[config.mk]
export PLATFORM = sky130hd
export DESIGN_NAME = zt_sram
export DESIGN_NICKNAME = d
export VERILOG_FILES = /design/src/rtl/zt_sram.sv
export SDC_FILE = /design/constraint.sdc
export NUM_CORES = 1
export LEC_CHECK = 0
export ABC_AREA = 0
export BUFFER_PORTS_ARGS = -buffer_cell sky130_fd_sc_hd__buf_4
export CORE_ASPECT_RATIO = 1.4
export CORE_MARGIN = 2
export CORE_UTILIZATION = 67
export DETAILED_ROUTE_END_ITERATION = 7
export HOLD_SLACK_MARGIN = 0.05
export PLACE_DENSITY = 0.88
export SYNTH_ARGS = -nofsm -noshare
export SYNTH_HDL_FRONTEND = slang
export SYNTH_SLANG_ARGS = --single-unit
[constraint.sdc]
create_clock -name clk -period 7.8 [get_ports clk]
set_input_delay 0.39 -clock clk [delete_from_list [all_inputs] [get_ports clk]]
set_output_delay 0.39 -clock clk [all_outputs]
set_load 0.01 [all_outputs]
[src/rtl/zt_sram.sv]
module zt_sram #(
  parameter int AW = 6,
  parameter int NB = 2,
  parameter int BW = 9
) (
  input  logic             clk,
  input  logic             rst_n,
  input  logic             pipe_mode,
  input  logic             ilv_order,
  input  logic             sel_a,
  input  logic             sel_b,
  input  logic             sel_c,
  input  logic             adv,
  input  logic             wr,
  input  logic [NB-1:0]    byte_en,
  input  logic [AW-1:0]    addr,
  input  logic [NB*BW-1:0] wdata,
  input  logic             oe,
  input  logic             sleep,
  output logic [NB*BW-1:0] rdata,
  output logic             rdrive
);
  localparam int DW    = NB * BW;
  localparam int DEPTH = 1 << AW;

  logic [DW-1:0] mem [DEPTH];

  logic          b_act, b_we;
  logic [AW-1:0] b_base;
  logic [1:0]    b_cnt;

  logic          c1_v, c1_we, c2_v, c2_we;
  logic [AW-1:0] c1_a, c2_a;
  logic [NB-1:0] c1_be, c2_be;

  logic          out_v;
  logic [DW-1:0] out_q;

  wire       start = !sleep && !adv && sel_a && sel_b && sel_c;
  wire       cont  = !sleep && adv && b_act;
  wire [1:0] nc    = b_cnt + 2'd1;
  wire [1:0] off   = ilv_order ? (b_base[1:0] ^ nc) : (b_base[1:0] + nc);

  wire [AW-1:0] acc_a  = start ? addr : {b_base[AW-1:2], off};
  wire          acc_we = start ? wr : b_we;

  always_ff @(posedge clk or negedge rst_n) begin
    if (!rst_n) begin
      b_act  <= 1'b0;
      b_we   <= 1'b0;
      b_base <= '0;
      b_cnt  <= '0;
    end else if (start) begin
      b_act  <= 1'b1;
      b_we   <= wr;
      b_base <= addr;
      b_cnt  <= '0;
    end else if (cont) begin
      b_cnt  <= nc;
    end else begin
      b_act  <= 1'b0;
    end
  end

  always_ff @(posedge clk or negedge rst_n) begin
    if (!rst_n) begin
      c1_v  <= 1'b0;
      c1_we <= 1'b0;
      c1_a  <= '0;
      c1_be <= '0;
      c2_v  <= 1'b0;
      c2_we <= 1'b0;
      c2_a  <= '0;
      c2_be <= '0;
    end else begin
      c1_v  <= start || cont;
      c1_we <= acc_we;
      c1_a  <= acc_a;
      c1_be <= byte_en;
      c2_v  <= c1_v;
      c2_we <= c1_we;
      c2_a  <= c1_a;
      c2_be <= c1_be;
    end
  end

  wire          wc_v  = pipe_mode ? (c2_v && c2_we) : (c1_v && c1_we);
  wire [AW-1:0] wc_a  = pipe_mode ? c2_a : c1_a;
  wire [NB-1:0] wc_be = pipe_mode ? c2_be : c1_be;

  always_ff @(posedge clk) begin
    for (int i = 0; i < NB; i++)
      if (wc_v && wc_be[i])
        mem[wc_a][i*BW +: BW] <= wdata[i*BW +: BW];
  end

  wire [DW-1:0] rd_raw = mem[c1_a];
  wire          hit    = c2_v && c2_we && (c2_a == c1_a);
  logic [DW-1:0] fwd;

  for (genvar i = 0; i < NB; i++) begin : g_fwd
    assign fwd[i*BW +: BW] = (hit && c2_be[i]) ? wdata[i*BW +: BW] : rd_raw[i*BW +: BW];
  end

  always_ff @(posedge clk or negedge rst_n) begin
    if (!rst_n) begin
      out_v <= 1'b0;
      out_q <= '0;
    end else begin
      out_v <= c1_v && !c1_we;
      out_q <= fwd;
    end
  end

  wire          dv   = pipe_mode ? out_v : (c1_v && !c1_we);
  wire [DW-1:0] dsel = pipe_mode ? out_q : rd_raw;

  assign rdrive = dv && oe && !sleep;
  assign rdata  = rdrive ? dsel : '0;
endmodule

==> flow_metrics.py <==
metrics = {
    "sta": {
        "fin_tns_setup_ps": 0,
        "holdWs_ps": 175,
        "setup_viol": 0,
        "relSlewSlack_pct": 0.668,
        "drv_slew": 0,
        "min_period_ps": 6130,
        "fin_skew_ps": 36.9,
        "min_period_over_period_pct": 78.6,
        "rsz0062_at_grt": "false",
        "finalHoldViolations": 0,
        "tightest_slew_ps": 1480,
        "max_freq_mhz": 163,
    },
    "die": {
        "die_w_um": 227,
        "die_h_um": 317,
        "core_um2": 69200,
        "io_pins": 56,
        "dieArea_um2": 72000,
        "rows": 114,
        "initial_core_util_pct": 67.7,
    },
    "setup_path": {
        "required_ps": 7410,
        "criticalPathCategory": "register to primary output",
        "worstSetupEndpointType": "primary output",
        "cp_slowest_cell": "a31oi_1",
        "crit_family": "compound AO/OA/AOI/OAI gates",
        "crit_chain": "buf_4 > inv_2 > or4_1 > o22ai_1 > nor4_1 > a31oi_1 > a211oi_1 > buf_4",
        "startpoint_type": "register",
        "path_depth": 8,
        "cp.arrival_ps": 5740,
        "path_buf_inv": 3,
        "r2r_cells": 5,
        "crit_fanout": 45,
        "crit_top_cell": "buf_4",
        "max_stage_delay_ps": 1090,
    },
    "cts": {
        "ctsHtreeMaxLevel": 3,
        "cts_tree": "built",
        "clock_path_buffers": 3,
        "post-cts-setup-buffers": 0,
        "clk_pin_slew_ps": 70,
        "cts-root-buf": "clkbuf_16",
        "clk_latency_ps": 700,
        "clock-sinks": 1200,
        "numCtsBuffers": 102,
    },
    "run": {
        "drv_cap": 2,
    },
    "placed_design": {
        "hpwlAfterDp_um": 76700,
        "place_inst": 3427,
        "gp_congestion": 0.995,
        "place_area_um2": 47900,
        "port_buffers": 55,
    },
    "route": {
        "route.detailed.wl_per_inst_um": 34.6,
        "drt_iter0_drc": 4607,
        "ant_nets": 0,
        "route.detailed.drc": 0,
        "vias_per_cell": 7.30,
        "dr.pass1.iters": 6,
        "wl_um": 126000,
        "num_vias": 26500,
    },
    "grt": {
        "grt_pass1_vias": 26700,
        "antenna_found_initial": 5,
        "grt_max_degree": 110,
        "overflow": 0,
        "grt_pass1_wl_um": 180000,
        "grt_use_total_pct": 35.8,
    },
    "finish": {
        "fin_cells": 3632,
        "final_core_util_pct": 74.2,
        "final_area_um2": 51300,
        "area_growth_pct": 9.67,
        "nets": 2651,
        "layout-drive-gt1-share_pct": 15.4,
    },
    "synthesis": {
        "synthTopCellsByArea": "edfxtp_1 74%, mux2i_1 6.7%, mux4_2 4.9%, dfrtp_1 2.6%, mux2_2 1.7%",
        "syn_inst": 2556,
        "synth_edf_count": 1152,
        "seq_area_frac_synth_pct": 76.5,
        "synth.avg_cell_area_um2": 18.3,
        "synth-async-reset-ratio_pct": 4.00,
        "synth_nets": 2594,
        "synth_top_area_share_pct": 73.9,
        "netlist_area_um2": 46800,
        "yosysWarnings": 0,
        "synth-seq-cells": 1200,
        "synth_ff_type": "edfxtp_1",
        "yosys.cell_types.count": 53,
        "synth_largest_area_cell": "edfxtp_1",
    },
    "run_status": {
        "violations": "capacitance limit",
        "status": "complete, but fails checks",
    },
    "pwr": {
        "total_leakage_power_uw": 0.0167,
        "power.density_nw_per_um2": 304,
        "ir_worst_vdd_mv": 0.296,
    },
    "hold_path": {
        "hp-class": "primary input to register",
        "holdPathStages": 3,
    },
}
==> state kept, by name, indices dropped and copies added, names as in the netlist <==
| signal | count |
|---|---|
| b_act | 1 |
| b_base | 6 |
| b_cnt | 2 |
| c1_a | 6 |
| c1_be | 2 |
| c1_v | 1 |
| c1_we | 1 |
| c2_a | 6 |
| c2_be | 2 |
| c2_v | 1 |
| c2_we | 1 |
| mem | 1152 |
| out_q | 18 |
| out_v | 1 |
==> per-layer routing <==
layer	vias to the layer above	global-route usage, %	share of wire [%]
met5	-	0	0.051
met2	2426	58.1	49
met4	10	27.5	9.7
met1	13000	41.3	30
met3	644	8.64	12
li1	10400	-	-
==> synthesized netlist by cell type, drive strengths merged, types with 26 or more instances <==
cell	instances
a22oi	65
buf	103
clkbuf	32
dfrtp	48
edfxtp	1152
mux2	71
mux2i	315
mux4	101
nand2	76
nand3	46
nor2	204
o21ai	37
o221ai	26
o22ai	99
==> cell usage in the layout (no fill, tap or decap), drive strengths merged, types with 3 or more instances in the layout <==
cell type       n
a211oi          9
a21oi          19
a22o            8
a22oi          65
a31oi          11
buf            78
bufinv         13
clkbuf        132
clkinv         43
dfrtp          48
dlygate4sd3    10
edfxtp       1152
inv            21
mux2           71
mux2i         315
mux4          101
nand2          76
nand3          46
nand3b          3
nand4          11
nand4b          3
nand4bb         3
nor2          204
nor2b           5
nor3           18
nor4           19
o21ai          37
o221ai         26
o22a            9
o22ai          99
o32ai           8
o41ai           9
or3             4
or4             4
xnor2           7
==> power breakdown <==
part	internal, uW	switching [uW]	total [uW]	leakage (uW)
logic	1150	2010	3160	0.00414
registers	7140	143	7280	0.0109
clock network	2880	2280	5170	0.00165
==> stage by stage <==
| stage | power (uW) | worst slack [ps] |
|---|---|---|
| detailed placement | 10400 | 3040 |
| global route | 15900 | 1650 |
| floorplan | 9440 | 5290 |
| global placement | 10300 | 3100 |
| finish | 15600 | 1670 |
| CTS | 15400 | 2240 |
==> kinds of logic (layout without fill, tap and decap cells) <==
family | Yosys count | after routing | synth area share [%]
AOI/OAI and AO/OA | 302 | 302 | 4.41
xor gates and xnor gates | 9 | 9 | 0.168
adders and majority gates | 1 | 1 | 0.0267
buffers and inverters | 153 | 299 | 1.75
DFF | 1200 | 1200 | 76.5
muxes | 487 | 487 | 13.3
other | 0 | 2 | 0
and+or+nand+nor | 404 | 404 | 3.89
==> timing repair <==
action                    CTS  global route
hold buffers               10             0
hold endpoints to repair   63             0
resized for setup           0             0
==> path summary, 6_finish.rpt <==
| check | from | end | slack, ps |
|---|---|---|---|
| hold reg to reg | c1_v | c2_v | 430 |
| setup / recovery | c1_a[0] | rdata[1] | 1670 |
| min in group asynchronous | rst_n | out_q[0] | 310 |
| max in group asynchronous | rst_n | c1_a[0] | 6920 |
| hold / removal | adv | b_act | 170 |
| setup reg to reg | c1_a[0] | mem[33][10] | 2790 |
==> worst reg2reg max path, cell delays in order, from the launching register on <==
cell and delay [ps]:
dfrtp_4 870, buf_4 830, inv_2 350, o32ai_1 440, nand2_1 930, nor2_1 1200
==> final cells by class <==
cell class | count | area (um2)
inverter | 18 | 67.6
multi-input combinational | 1203 | 10200
clock inverter | 61 | 682
timing repair buffer | 88 | 698
antenna | 2 | 5.00
clock buffer | 132 | 2700
fill | 3582 | 17800
sequential | 1200 | 35800
tap | 928 | 1160
(Power assumes the default switching activity.)
